File: config.mk
export PLATFORM = sky130hd
export DESIGN_NAME = bw_share_arb
export DESIGN_NICKNAME = d
export VERILOG_FILES = /design/src/rtl/bwarb_pkg.sv /design/src/rtl/bwarb_credit.sv /design/src/rtl/bwarb_pick.sv /design/src/rtl/bw_share_arb.sv
export SDC_FILE = /design/constraint.sdc
export NUM_CORES = 1
export LEC_CHECK = 0
export BUFFER_PORTS_ARGS = -buffer_cell sky130_fd_sc_hd__buf_2
export CAP_MARGIN = 20
export CORE_UTILIZATION = 60
export DETAILED_ROUTE_END_ITERATION = 10
export HOLD_SLACK_MARGIN = 0.1
export PLACE_DENSITY_LB_ADDON = 0.25
export SYNTH_ARGS = -nofsm -noshare
export SYNTH_HDL_FRONTEND = slang
export SYNTH_HIERARCHICAL = 1
export SYNTH_SLANG_ARGS = --single-unit
File: constraint.sdc
create_clock -name clk -period 6.3 [get_ports clk]
set_input_delay 0.945 -clock clk [delete_from_list [all_inputs] [get_ports clk]]
set_output_delay 0.945 -clock clk [all_outputs]
set_load 0.05 [all_outputs]
File: src/rtl/bwarb_pkg.sv
package bwarb_pkg;
  localparam int WGT_W = 4;

  // zero weight is promoted to one
  function automatic logic [WGT_W-1:0] wgt_eff(input logic [WGT_W-1:0] w);
    return (w == '0) ? WGT_W'(1) : w;
  endfunction
endpackage

File: src/rtl/bwarb_credit.sv
module bwarb_credit
  import bwarb_pkg::*;
(
  input  logic             clk,
  input  logic             rst_n,
  input  logic [WGT_W-1:0] wgt,
  input  logic             reload,
  input  logic             take,
  output logic             has_cred
);
  logic [WGT_W-1:0] cred_q, cred_d;
  logic             upd;

  always_comb begin
    upd    = reload | take;
    cred_d = cred_q;
    if (reload)    cred_d = wgt_eff(wgt) - (take ? WGT_W'(1) : WGT_W'(0));
    else if (take) cred_d = cred_q - WGT_W'(1);
  end

  always_ff @(posedge clk or negedge rst_n) begin
    if (!rst_n)   cred_q <= '0;
    else if (upd) cred_q <= cred_d;
  end

  assign has_cred = (cred_q != '0);
endmodule

File: src/rtl/bwarb_pick.sv
module bwarb_pick #(
  parameter int N_CH  = 6,
  parameter int IDX_W = 3
) (
  input  logic [N_CH-1:0]  cand,
  input  logic [IDX_W-1:0] last,
  output logic [N_CH-1:0]  pick,
  output logic [IDX_W-1:0] pick_idx
);
  int   idx;
  logic found;

  always_comb begin
    pick     = '0;
    pick_idx = last;
    found    = 1'b0;
    idx      = 0;
    for (int off = 1; off <= N_CH; off++) begin
      idx = int'(last) + off;
      if (idx >= N_CH) idx = idx - N_CH;
      if (!found && cand[idx]) begin
        found     = 1'b1;
        pick[idx] = 1'b1;
        pick_idx  = IDX_W'(idx);
      end
    end
  end
endmodule

File: src/rtl/bw_share_arb.sv
module bw_share_arb
  import bwarb_pkg::*;
#(
  parameter int N_CH = 6
) (
  input  logic                  clk,
  input  logic                  rst_n,
  input  logic [N_CH-1:0]       req,
  input  logic [N_CH-1:0]       hi_prio,
  input  logic [N_CH*WGT_W-1:0] weight,
  input  logic                  done,
  output logic [N_CH-1:0]       grant
);
  localparam int IDX_W = (N_CH > 1) ? $clog2(N_CH) : 1;

  logic [N_CH-1:0]  grant_q, grant_d;
  logic [IDX_W-1:0] last_q, pick_idx;
  logic [N_CH-1:0]  lvl_mask, lvl_req, has_cred, elig, cand, pick;
  logic             reload, decide, busy;

  // level choice and candidate set
  always_comb begin
    lvl_mask = (|(req & hi_prio)) ? hi_prio : ~hi_prio;
    lvl_req  = req & lvl_mask;
    elig     = lvl_req & has_cred;
    reload   = (elig == '0) && (lvl_req != '0);
    cand     = reload ? lvl_req : elig;
    busy     = (grant_q != '0);
    decide   = !busy && (lvl_req != '0);
  end

  bwarb_pick #(.N_CH(N_CH), .IDX_W(IDX_W)) u_pick (
    .cand     (cand),
    .last     (last_q),
    .pick     (pick),
    .pick_idx (pick_idx)
  );

  for (genvar i = 0; i < N_CH; i++) begin : g_cred
    bwarb_credit u_cred (
      .clk      (clk),
      .rst_n    (rst_n),
      .wgt      (weight[i*WGT_W +: WGT_W]),
      .reload   (decide & reload & lvl_mask[i]),
      .take     (decide & pick[i]),
      .has_cred (has_cred[i])
    );
  end

  always_comb begin
    grant_d = grant_q;
    if (busy) begin
      if (done) grant_d = '0;
    end else if (decide) begin
      grant_d = pick;
    end
  end

  always_ff @(posedge clk or negedge rst_n) begin
    if (!rst_n) begin
      grant_q <= '0;
      last_q  <= IDX_W'(N_CH - 1);
    end else begin
      grant_q <= grant_d;
      if (decide) last_q <= pick_idx;
    end
  end

  assign grant = grant_q;
endmodule

## After elaboration in Yosys (flattened, before gate mapping)

Index checks and enable logic that the tools add are counted.

| storage, ports and cells | value |
|---|---|
| register bits | 33 |
| logic and storage cells | 212 |

| cells by class | value |
|---|---|
| $add $sub $neg | 24 |
| magnitude comparators | 18 |
| equal/unequal tests | 1 |
| muxes and demuxes | 82 |
| bitwise gates (word level) | 28 |
| reduce and logical (&&, ||, !) cells | 51 |

Operators by type and width:

| kind | number |
|---|---|
| greater-or-equal comparator 32 x 1 -> 1 bit, second input constant | 6 |
| greater-or-equal comparator 32 x 4 -> 1 bit, second input constant | 6 |
| < comparator 32 x 5 -> 1 bit, second input constant | 6 |
| two-way mux 32 bit | 6 |
| subtractor 32 x 4 -> 32 bit, second input constant | 6 |
| two-way mux 4 bit | 18 |
| two-way mux 6 bit | 11 |
| bitwise OR 6 bit | 5 |
| two-way mux 1 bit | 29 |
| logical NOT 4 bit | 6 |
| nonzero test 4 bit | 6 |
| subtractor 4 x 1 -> 4 bit, second input constant | 6 |
| subtractor 4 bit | 6 |
| bitwise AND 6 bit | 3 |
| binary-select mux 1 bit (select 3 bit) | 6 |
| demux 1 bit (select 3 bit) | 6 |
| two-way mux 3 bit | 6 |
| nonzero test 6 bit | 3 |
| AND reduction 2 bit | 8 |
| nonzero test 2 bit | 7 |
| bitwise AND 1 bit | 13 |
| logical AND 1 bit | 13 |
| adder 3 x 3 -> 4 bit, second input constant | 3 |
| adder 3 x 2 -> 4 bit, second input constant | 2 |
| 7 further kinds | 17 |

## Logic depth before layout (Yosys ltp)

Gate-level depths: netlist of the first run.

| depth | value |
|---|---|
| depth after elaboration | 31 |
| gate-level depth with buffers | 24 |

## Hierarchy

Netlist of the first run, hierarchy kept.

By module, submodules not included:

| module | times used | cells each | area each (um^2) | seq. area each (um^2) |
|---|---|---|---|---|
| bwarb_credit | 6 | 31 | 301.5 | 100.1 |
| bwarb_pick | 1 | 202 | 1572.8 | 0.0 |
| bw_share_arb | 1 | 96 | 840.8 | 227.7 |

## Least setup slack after synthesis of the first run

No wires, ideal clock.

| path | value |
|---|---|
| kind | register to register |
| start point | reg last_q[0] |
| end point | reg g_cred[1].u_cred.cred_q[3] |
| arrival | 5.125 ns |
| data required time | 6.170 ns |
| path slack | 1.045 ns |
| cell stages (with the launch flop) | 24 |
| buffers on the path | 5 |
| path through | dfstp_2 buf_6 buf_2 clkinv_1 ha_1 clkbuf_1 inv_1 clkbuf_1 ha_1 inv_1 ha_1 clkbuf_1 inv_1 a31oi_2 mux2i_1 nor3_4 or4_1 o211ai_2 mux2_2 and2_1 ha_1 nor3b_1 xnor2_1 mux2i_1 |

| between the ends | value |
|---|---|
| longest elaborated chain between the ends | 26 |
| elaborated cells between the ends (all ways) | 105 |

Ends and longest elaborated chain:

| item | line | RTL |
|---|---|---|
| start: declaration | bw_share_arb.sv:17 | `logic [IDX_W-1:0] last_q, pick_idx;` |
| start signal: assignment | bw_share_arb.sv:62 | `last_q <= IDX_W'(N_CH - 1);` |
| start signal: assignment | bw_share_arb.sv:65 | `if (decide) last_q <= pick_idx;` |
| branches (longest 21 deep; another with subtractor 32 x 4 -> 32 bit) | - |  |
| two-way mux 6 bit * | bwarb_pick.sv:21 | `if (!found && cand[idx]) begin` |
| net pick[1] | bw_share_arb.sv:18 | `logic [N_CH-1:0] lvl_mask, lvl_req, has_cred, elig, cand, pick;` |
| bitwise AND 1 bit * | bw_share_arb.sv:45 | `.take (decide & pick[i]),` |
| two-way mux 1 bit | bwarb_credit.sv:17 | `if (reload) cred_d = wgt_eff(wgt) - (take ? WGT_W'(1) : WGT_W'(0));` |
| subtractor 4 bit | bwarb_credit.sv:17 |  |
| two-way mux 4 bit | bwarb_credit.sv:17 |  |
| end signal: assignment | bwarb_credit.sv:23 | `else if (upd) cred_q <= cred_d;` |
| end: declaration | bwarb_credit.sv:11 | `logic [WGT_W-1:0] cred_q, cred_d;` |

Mark *: on every way through the listed nets, which the timed path passes. The select of a mux whose other input is x is not followed.
A chain may end at the register's enable or synchronous reset.

## Worst setup path after layout of the first run

| path | value |
|---|---|
| start point | in req[0] |
| end point | reg g_cred[5].u_cred.cred_q[3] |

| between the ends | value |
|---|---|
| longest elaborated chain between the ends | 31 |
| elaborated cells between the ends (all ways) | 63 |

Ends and longest elaborated chain:

| item | line | RTL |
|---|---|---|
| start: declaration | bw_share_arb.sv:8 | `input logic [N_CH-1:0] req,` |
| bitwise AND 6 bit | bw_share_arb.sv:23 | `lvl_mask = (\|(req & hi_prio)) ? hi_prio : ~hi_prio;` |
| OR reduction 6 bit | bw_share_arb.sv:23 |  |
| two-way mux 6 bit | bw_share_arb.sv:23 |  |
| bitwise AND 6 bit * | bw_share_arb.sv:24 | `lvl_req = req & lvl_mask;` |
| bitwise AND 6 bit | bw_share_arb.sv:25 | `elig = lvl_req & has_cred;` |
| logical NOT 6 bit | bw_share_arb.sv:26 | `reload = (elig == '0) && (lvl_req != '0);` |
| logical AND 1 bit | bw_share_arb.sv:26 |  |
| two-way mux 6 bit * | bw_share_arb.sv:27 | `cand = reload ? lvl_req : elig;` |
| net cand[1] | bw_share_arb.sv:18 |  |
| [16 not listed] | - |  |
| logical NOT 1 bit | bwarb_pick.sv:21 |  |
| logical AND 1 bit | bwarb_pick.sv:21 |  |
| two-way mux 6 bit * | bwarb_pick.sv:21 |  |
| net pick[5] | bw_share_arb.sv:18 |  |
| bitwise AND 1 bit * | bw_share_arb.sv:45 |  |
| two-way mux 1 bit | bwarb_credit.sv:17 |  |
| subtractor 4 bit | bwarb_credit.sv:17 |  |
| two-way mux 4 bit | bwarb_credit.sv:17 |  |
| end signal: assignment | bwarb_credit.sv:23 |  |
| end: declaration | bwarb_credit.sv:11 |  |

The timed path passes the listed nets; every way through them passes the cells marked *. The select of a mux whose other input is x is not followed.

==> run metrics, run 1 <==
outcome=finished, final reports clean; flops & latches, synth=33; top cells by area, synth=dfrtp_1 (18%), ha_1 (12%), mux2i_1 (6.4%); initial core utilization=0.6215; Worst EP arrival=5810 ps; Max-cap violations=0; Worst Setup Start Kind=input port; first-pass GRT wire length=17.01 mm; most instantiated library cell after synthesis=ha_1; vias after detailed routing=3765; final WL=10.24 mm; Antenna Violating Nets Remaining=0; post-cts resize count=0; Net Sw Frac=0.5228; Fin. Hold Viols=0; die area=0.007377 mm²; NumNets Final=594; Worst Path Max Fanout=12; clock sink count=33; clock root buffer=clkbuf_8; Die Ht=85.89 µm; post-CTS setup buffer count=0; antenna cell count=0; slowest stage cell, crit path=nor4_2; Slew @ Worst Pin=991.3 ps; initial antenna violation count=0; Max Fclk=177.3 MHz; TritonCTS Buffers=5; crit path capture type=flip-flop; post-route clock skew=8.889 ps; Worst IR Drop VDD=270.3 µV; Congestion Overflow GR=0; Pleak=2.031 nW; CTS hold repair buffers=0; Top-Level Pins=45; Synth cell types=74; Clk pwr share=0.073; final period utilization=0.8952; Mapped Avg Cell Area=8.725 µm²; CTS tree=built; Placeable Area=0.006794 mm²; part of the Yosys area used for sequential elements=0.1961; PortBufs=44; Post-route DRC=0; fraction of layout cells with a size suffix above 1=0.1899; post-route minimum period=5640 ps; Synth Flop Type=dfrtp_1; most used cell, CP=mux2i_1; Yosys top cell by area=dfrtp_1; Setup TNS=0 ps; Synth top cells by count=ha_1 (40), inv_1 (35), nand2_1 (34); EDFF count, synth=0; synth-to-layout area growth=8.504%; Comb pwr share=0.788; Flop pwr share=0.140; Initial DRT Pass Iterations=5; RSZ-0062 raised after global routing=false; Synthesis Warnings=6; Post-Syn Nets=563; GR Util All Layers=0.2894; Async SR Flop Fraction=1.000; DR vias/cell=6.152; Netlist Area Pre-Place=0.004223 mm²; Clock Tree Buf Depth=2; pwr dens=636.9 mW/mm²; critical setup path kind=input port to flip-flop; Initial DRC Count=261; largest stage delay on the critical path=560 ps; Switch Pwr=1.526 mW; Post-DP HPWL=7.869 mm; cell internal pwr=1.393 mW; headroom to the max-slew limit=0.3377; Synth Instances=484; Die W=85.89 µm; total design power=2.918 mW; Hold Path Class=flip-flop to flip-flop; Final Setup Violations=0; htree depth=2; Worst-Skew Late Latency=280 ps; largest net degree at the start of global routing=34; routability cong.=0.9658; vias in the first global route=3677; Yosys top cell area share=0.1837; WL/cell=16.73 µm; CP Cell Sequence=buf_2 > a22o_1 > o41ai_1 > nor2_1 > nand3_1 > a21oi_1 > mux4_2 > a22oi_2 > o211ai_4 > nor4_2 > a211oi_1 > mux2i_1 > and2_1 > ha_1 > nor3b_1 > xnor2_1 > mux2i_1; critical path data required time=6470 ps; Slew Limit Fails=0; num rows=30; CTS clk-pin slew, worst paths=80 ps
power by group through the flow:
stage	clock network, mW	logic, mW	registers [mW]
final	0.212	2.30	0.408
after global routing	0.228	2.51	0.418
after global placement	0	2.22	0.406
after floorplan	0	1.82	0.414
after detailed placement	0	2.25	0.409
after CTS	0.217	2.27	0.407
stage by stage:
stage	hold WS (ps)	instance area, µm²	cells	setup slack, ps	utilization
after floorplan	537.6	4223	484	1045	-
after global placement	522.8	4466	604	625.8	0.6573
after detailed placement	534.9	4466	604	452.7	0.6573
after CTS	557.1	4582	612	738.3	0.6744
after global routing	585.3	4582	612	237.6	0.6744
final	558.8	4582	612	660.1	0.6744
per-layer routing:
| layer | track usage | wire length [µm] |
|---|---|---|
| met2 | 0.5152 | 5002 |
| met4 | 0.08182 | 206 |
| met5 | 0 | 0 |
| met3 | 0.03465 | 483 |
| met1 | 0.3679 | 4547 |
layout by cell type, fill, tap and decap left out, types with 7 or more instances in the layout:
master / n
buf_2: 44
mux2_2: 8
a22o_1: 11
nand3b_1: 7
nor3b_1: 10
and2_1: 9
ha_1: 40
inv_1: 35
nand2_1: 34
nor2_1: 22
o21a_1: 7
nand3_1: 10
a21oi_1: 16
a211oi_1: 9
xnor2_1: 22
xor2_1: 19
dfrtp_1: 31
nand2b_1: 8
mux2i_1: 27
nor3_1: 14
o21ai_0: 18
worst max-delay path, delay by kind of cell:
kind            cells  cell delay (ps)
simple gates        5             1570
xor+xnor            1              150
mux                 3              850
compound gates      6             1940
buf+inv             1              130
fa+ha+maj           1              230
state kept, by name, indices dropped and copies added (netlist names):
register / flops
last_q: 3
g_cred.u_cred/cred_q: 24
grant: 6
logic make-up (layout without fill, tap and decap cells):
family / after synthesis / after routing / share of synthesized area
DFF: 33 / 33 / 0.1961
AOI/OAI and AO/OA: 123 / 123 / 0.2193
and+or+nand+nor: 144 / 144 / 0.2047
adders and majority gates: 40 / 40 / 0.1185
buffers and inverters: 62 / 94 / 0.06400
muxes: 40 / 40 / 0.1084
xor gates and xnor gates: 42 / 42 / 0.08889
path summary, 6_finish.rpt:
path / start / end / slack [ps] / depth (start not counted)
max: req[0] / g_cred[5].u_cred/cred_q[3]$_DFFE_PN0P_ / 660 / 17
min: grant[0]$_DFFE_PN0P_ / grant[0]$_DFFE_PN0P_ / 560 / 1
max reg2reg: g_cred[5].u_cred/cred_q[0]$_DFFE_PN0P_ / g_cred[1].u_cred/cred_q[3]$_DFFE_PN0P_ / 890 / 20
min reg2reg: grant[0]$_DFFE_PN0P_ / grant[0]$_DFFE_PN0P_ / 560 / 1
max in group asynchronous: rst_n / g_cred[0].u_cred/cred_q[2]$_DFFE_PN0P_ / 5070 / 1
min in group asynchronous: rst_n / g_cred[2].u_cred/cred_q[2]$_DFFE_PN0P_ / 730 / 1
cell type report:
class | count | area [µm²]
clock buffer | 7 | 86.33
clock inverter | 1 | 30.03
fill | 560 | 2212
inverter | 38 | 142.6
multi-input combinational | 389 | 3124
sequential | 33 | 828.3
tap | 96 | 120.1
timing repair buffer | 48 | 250.2
No activity file was read; power rests on OpenSTA's default activity.
==> run 2, diff against run 1 <==
--- a/config.mk
+++ b/config.mk
@@ -7,7 +7,10 @@
 export LEC_CHECK = 0
 export BUFFER_PORTS_ARGS = -buffer_cell sky130_fd_sc_hd__buf_2
 export CAP_MARGIN = 20
-export CORE_UTILIZATION = 60
+export CELL_PAD_IN_SITES_DETAIL_PLACEMENT = 2
+export CELL_PAD_IN_SITES_GLOBAL_PLACEMENT = 2
+export CORE_ASPECT_RATIO = 0.8
+export CORE_UTILIZATION = 40
 export DETAILED_ROUTE_END_ITERATION = 10
 export HOLD_SLACK_MARGIN = 0.1
 export PLACE_DENSITY_LB_ADDON = 0.25
==> constraint.sdc (replaced) <==
create_clock -name clk -period 6.5 [get_ports clk]
set_input_delay 0.975 -clock clk [delete_from_list [all_inputs] [get_ports clk]]
set_output_delay 0.975 -clock clk [all_outputs]
set_load 0.05 [all_outputs]
==> run metrics, run 2 (synthesis results as in run 1) <==
outcome=finished, final reports clean; Initial DRT Pass Iterations=4 (-1); Max Fclk=170.2 MHz; slowest stage cell, crit path=o41ai_1; Worst EP arrival=6030 ps (+220 ps); final period utilization=0.9037; largest stage delay on the critical path=600 ps (+40 ps); critical path data required time=6660 ps (+190 ps); Hold Crit Start=grant[0]$_DFFE_PN0P_; fraction of layout cells with a size suffix above 1=0.1965 (+0.006609); Die Ht=93.90 µm (+9.3%); Worst Path Max Fanout=11 (-1); Top-Level Pins=45 (unchanged); Post-route DRC=0 (unchanged); num rows=33 (+10%); RSZ-0062 raised after global routing=false; Antenna Violating Nets Remaining=0 (unchanged); largest net degree at the start of global routing=34 (unchanged); Worst-Skew Late Latency=280 ps (about the same); headroom to the max-slew limit=0.4586 (+0.1209); TritonCTS Buffers=5 (unchanged); R2R Path Start=g_cred[5].u_cred/cred_q[0]$_DFFE_PN0P_; GR Util All Layers=0.2674 (-0.02200); clock root buffer=clkbuf_16; CTS tree=built; first-pass GRT wire length=22.16 mm (+30%); Fin. Hold Viols=0 (unchanged); post-route clock skew=3.268 ps (-5.621 ps); Placeable Area=0.01024 mm² (+51%); most common cell after layout, fill and taps aside=buf_2; crit path capture type=flip-flop; critical setup path kind=input port to flip-flop; initial core utilization=0.4124 (-0.2092); CP Cell Sequence=buf_2 > a22o_1 > o41ai_1 > nor2_1 > nand3_1 > a21oi_1 > mux4_2 > a22oi_2 > o211ai_4 > nor4_2 > a211oi_1 > mux2i_1 > and2_1 > ha_1 > nor3b_1 > xnor2_1 > mux2i_1; Worst Setup Start Kind=input port; most frequent cells in the layout=buf_2 (44), ha_1 (40), inv_1 (35), nand2_1 (34), dfrtp_1 (31); post-cts resize count=0 (unchanged); Clock Tree Buf Depth=2 (unchanged); CTS hold repair buffers=0 (unchanged); antenna cell count=0 (unchanged); Congestion Overflow GR=0 (unchanged); Final Setup Violations=0 (unchanged); Die W=116.9 µm (+36%); largest reg by FF count=g_cred.u_cred/cred_q; die area=0.01097 mm² (+49%); vias after detailed routing=3942 (+4.7%); Setup TNS=0 ps (unchanged); htree depth=2 (unchanged); CTS clk-pin slew, worst paths=60 ps (-20 ps); Post-DP HPWL=10.89 mm (+38%); WL/cell=20.96 µm (+25%); Initial DRC Count=148 (-43%); final WL=13.81 mm (+35%); routability cong.=0.9195 (-4.8%); Slew Limit Fails=0 (unchanged); Slew @ Worst Pin=812.1 ps (-179.2 ps); max reg flops=24 (unchanged); post-CTS setup buffer count=0 (unchanged); NumNets Final=597 (+0.51%); clock sink count=33 (unchanged); Hold Path Class=flip-flop to flip-flop; post-route minimum period=5874 ps; Max-cap violations=0 (unchanged); most used cell, CP=mux2i_1; crit path launch=req[2]; synth-to-layout area growth=10.96%; initial antenna violation count=0 (unchanged); vias in the first global route=4130 (+12%); PortBufs=44 (unchanged); DR vias/cell=5.982 (-2.8%)
run 2: cell types whose count changed in the layout (fill, tap and decap cells not counted):
cell,before,now
clkbuf_8,6,0
clkbuf_1,1,0
buf_4,4,5
clkinv_2,0,2
clkbuf_4,0,2
clkbuf_16,0,5
clkinvlp_4,0,1
bufinv_16,1,0
run 2: per-layer routing:
metal | GRT usage | up-vias | part of all wire
li1 | - | 1847 | -
met1 | 0.3585 | 2010 | 0.46
met2 | 0.4581 | 77 | 0.49
met3 | 0.05032 | 8 | 0.044
met4 | 0.02848 | 0 | 0.0059
met5 | 0 | - | 0
run 2: layout make-up:
type | instances | area [µm²]
clock inverter | 3 | 17.52
multi-input combinational | 389 | 3124
clock buffer | 5 | 125.1
sequential | 33 | 828.3
tap | 140 | 175.2
fill | 1170 | 5554
timing repair buffer | 51 | 272.8
inverter | 38 | 142.6
run 2: critical path: cells and delay by family:
family	cells	cell delay, ps
compound gates	6	2040
simple gates	5	1620
mux	3	870
fa+ha+maj	1	220
xor+xnor	1	170
buf+inv	1	130
run 2: path summary, 6_finish.rpt:
path | end | slack (ps) | cells after the start
setup / recovery | g_cred[2].u_cred/cred_q[3]$_DFFE_PN0P_ | 630 | 17
hold / removal | grant[0]$_DFFE_PN0P_ | 560 | 1
setup reg to reg | g_cred[2].u_cred/cred_q[2]$_DFFE_PN0P_ | 990 | 21
hold reg to reg | grant[0]$_DFFE_PN0P_ | 560 | 1
max in group asynchronous | g_cred[3].u_cred/cred_q[0]$_DFFE_PN0P_ | 5200 | 1
min in group asynchronous | g_cred[0].u_cred/cred_q[0]$_DFFE_PN0P_ | 780 | 1
run 2: through the flow:
step | hold WS [ps] | util | worst slack, ps | instances | area [µm²]
after floorplan | 537.6 | - | 1245 | 484 | 4223
after global placement | 544.4 | 0.4422 | 741.9 | 649 | 4528
after detailed placement | 546.8 | 0.4422 | 439.5 | 649 | 4528
after CTS | 558.5 | 0.4561 | 662.7 | 657 | 4671
after global routing | 588.9 | 0.4576 | 191.1 | 659 | 4686
final | 564.6 | 0.4576 | 626.0 | 659 | 4686
Power of run 2 is not shown: default switching activity piles up to over one toggle a cycle in this logic, so the estimate is an artifact.
==> run 3, diff against run 2 <==
--- a/config.mk
+++ b/config.mk
@@ -14,6 +14,7 @@
 export DETAILED_ROUTE_END_ITERATION = 10
 export HOLD_SLACK_MARGIN = 0.1
 export PLACE_DENSITY_LB_ADDON = 0.25
+export REMOVE_ABC_BUFFERS = 1
 export SYNTH_ARGS = -nofsm -noshare
 export SYNTH_HDL_FRONTEND = slang
 export SYNTH_HIERARCHICAL = 1
==> run metrics, run 3 (synthesis results as in run 1) <==
outcome=finished, final reports clean; Setup TNS=0 ps (unchanged); Final Setup Violations=0 (unchanged); final period utilization=0.9100 (+0.006310); Worst Setup Start Kind=input port; most common cell after layout, fill and taps aside=buf_2; fraction of layout cells with a size suffix above 1=0.1919 (-0.004671); initial core utilization=0.4124 (unchanged); Initial DRT Pass Iterations=4 (unchanged); multi-input combinational cell area=0.003124 mm² (unchanged); worst reg2reg endpoint=g_cred[4].u_cred/cred_q[3]$_DFFE_PN0P_; headroom to the max-slew limit=0.3015 (-0.1571); clock root buffer=clkbuf_16; Die Ht=93.90 µm (unchanged); Antenna Violating Nets Remaining=0 (unchanged); PortBufs=44 (unchanged); GR Util All Layers=0.2652 (-0.002157); filler cell count=1201 (+2.6%); M3 GR Usage=0.03935 (-0.01097); Worst-Skew Late Latency=290 ps (about the same); CTS tree=built; DR vias/cell=5.905 (-1.3%); Congestion Overflow GR=0 (unchanged); Hold Path End=grant[5]$_DFFE_PN0P_; post-cts resize count=0 (unchanged); top cell family by delay on the critical path=compound AO/OA/AOI/OAI gates; final WL=13.87 mm (+0.43%); Post-DP HPWL=10.98 mm (+0.85%); num rows=33 (unchanged); WL/cell=21.14 µm (+0.89%); first-pass GRT wire length=22.06 mm (-0.43%); R2R Path Start=g_cred[1].u_cred/cred_q[0]$_DFFE_PN0P_; largest net degree at the start of global routing=34 (unchanged); post-route minimum period=5915 ps (+41.01 ps); register area=828.3 µm² (unchanged); Top-Level Pins=45 (unchanged); Worst Path Max Fanout=12 (+1); Placeable Area=0.01024 mm² (unchanged); post-CTS setup buffer count=0 (unchanged); Max Fclk=169.1 MHz (-0.69%); Slew @ Worst Pin=1045 ps (+233.4 ps); critical setup path kind=input port to flip-flop; max reg flops=24 (unchanged); reg2reg path depth=20 (-4.8%); GR Layer Usage met1=0.3584 (about the same); global routing's busiest layer=met2; vias after detailed routing=3874 (-1.7%); slowest stage cell, crit path=o41ai_1; Max-cap violations=0 (unchanged); post-route clock skew=6.607 ps (+3.339 ps); CP Cell Sequence=buf_2 > a22o_1 > o41ai_1 > nor2_1 > nand3_1 > a21oi_1 > mux4_2 > a22oi_2 > o211ai_4 > nor4_2 > a211oi_1 > mux2i_1 > and2_1 > ha_1 > nor3b_1 > xnor2_1 > mux2i_1; largest stage delay on the critical path=620 ps (+20 ps); Hold Path Cell Cnt=1 (unchanged); CTS hold repair buffers=0 (unchanged); largest reg by FF count=g_cred.u_cred/cred_q; most used cell, CP=mux2i_1; NumNets Final=594 (-0.50%); clock sink count=33 (unchanged); most frequent cells in the layout=buf_2 (44), ha_1 (40), inv_1 (35), nand2_1 (34), dfrtp_1 (31); CTS clk-pin slew, worst paths=60 ps (about the same); routability cong.=0.9010 (-2.0%); Post-route DRC=0 (unchanged); Clock Tree Buf Depth=2 (unchanged); FF-to-FF setup slack=860 ps (-130 ps); Slew Limit Fails=0 (unchanged); TritonCTS Buffers=5 (unchanged); Fin. Hold Viols=0 (unchanged); Hold Path Class=flip-flop to flip-flop; critical path data required time=6630 ps (-30 ps); met2 Use GR=0.4463 (-0.01183); synth-to-layout area growth=10.43%; antenna cell count=0 (unchanged); initial antenna violation count=0 (unchanged); worst path bufs/invs=1 (unchanged); Hold Crit Start=grant[5]$_DFFE_PN0P_; crit path capture type=flip-flop; htree depth=2 (unchanged); RSZ-0062 raised after global routing=false; vias in the first global route=4112 (-0.44%); Die W=116.9 µm (unchanged); die area=0.01097 mm² (unchanged); Initial DRC Count=189 (+28%); Worst EP arrival=6040 ps (about the same)
[run 3: final cells by class]
type / count / share of cell area
Clock inverter: 3 / 0.003756
Tap cell: 140 / 0.03756
Sequential cell: 33 / 0.1776
Timing Repair Buffer: 48 / 0.05366
Multi-Input combinational cell: 389 / 0.6700
Inverter: 38 / 0.03059
Clock buffer: 5 / 0.02683
[run 3: stage by stage]
step                      worst slack (ps)  hold WS (ps)  cell area (µm²)    util  std cells
after CTS                            630.5         563.5             4663  0.4554        656
final                                585.0         556.1             4663  0.4554        656
after global routing                 236.3         584.7             4663  0.4554        656
after detailed placement             345.9         551.1             4521  0.4415        648
after global placement               722.8         542.0             4521  0.4415        648
after floorplan                       1364         537.6             4095       -        460
[run 3: how the worst max path moves through the flow]
stage / from / to / slack, ps / cells past startpoint
final: req[0] / g_cred[4].u_cred/cred_q[3]$_DFFE_PN0P_ / 590 / 17
after detailed placement: req[0] / g_cred[4].u_cred/cred_q[3]$_DFFE_PN0P_ / 350 / 17
after global routing: req[0] / g_cred[4].u_cred/cred_q[3]$_DFFE_PN0P_ / 240 / 17
after global placement: req[0] / g_cred[1].u_cred/cred_q[3]$_DFFE_PN0P_ / 720 / 17
after floorplan: last_q[0]$_DFFE_PN1N_ / g_cred[1].u_cred/cred_q[3]$_DFFE_PN0P_ / 1360 / 18
after CTS: req[0] / g_cred[4].u_cred/cred_q[3]$_DFFE_PN0P_ / 630 / 17
[run 3: per-layer routing]
metal,routed length [µm],vias up
met2,6651,73
met4,170,0
met1,6535,1950
met5,0,-
met3,510,15
li1,-,1836
Power of run 3 is left out for the same reason.
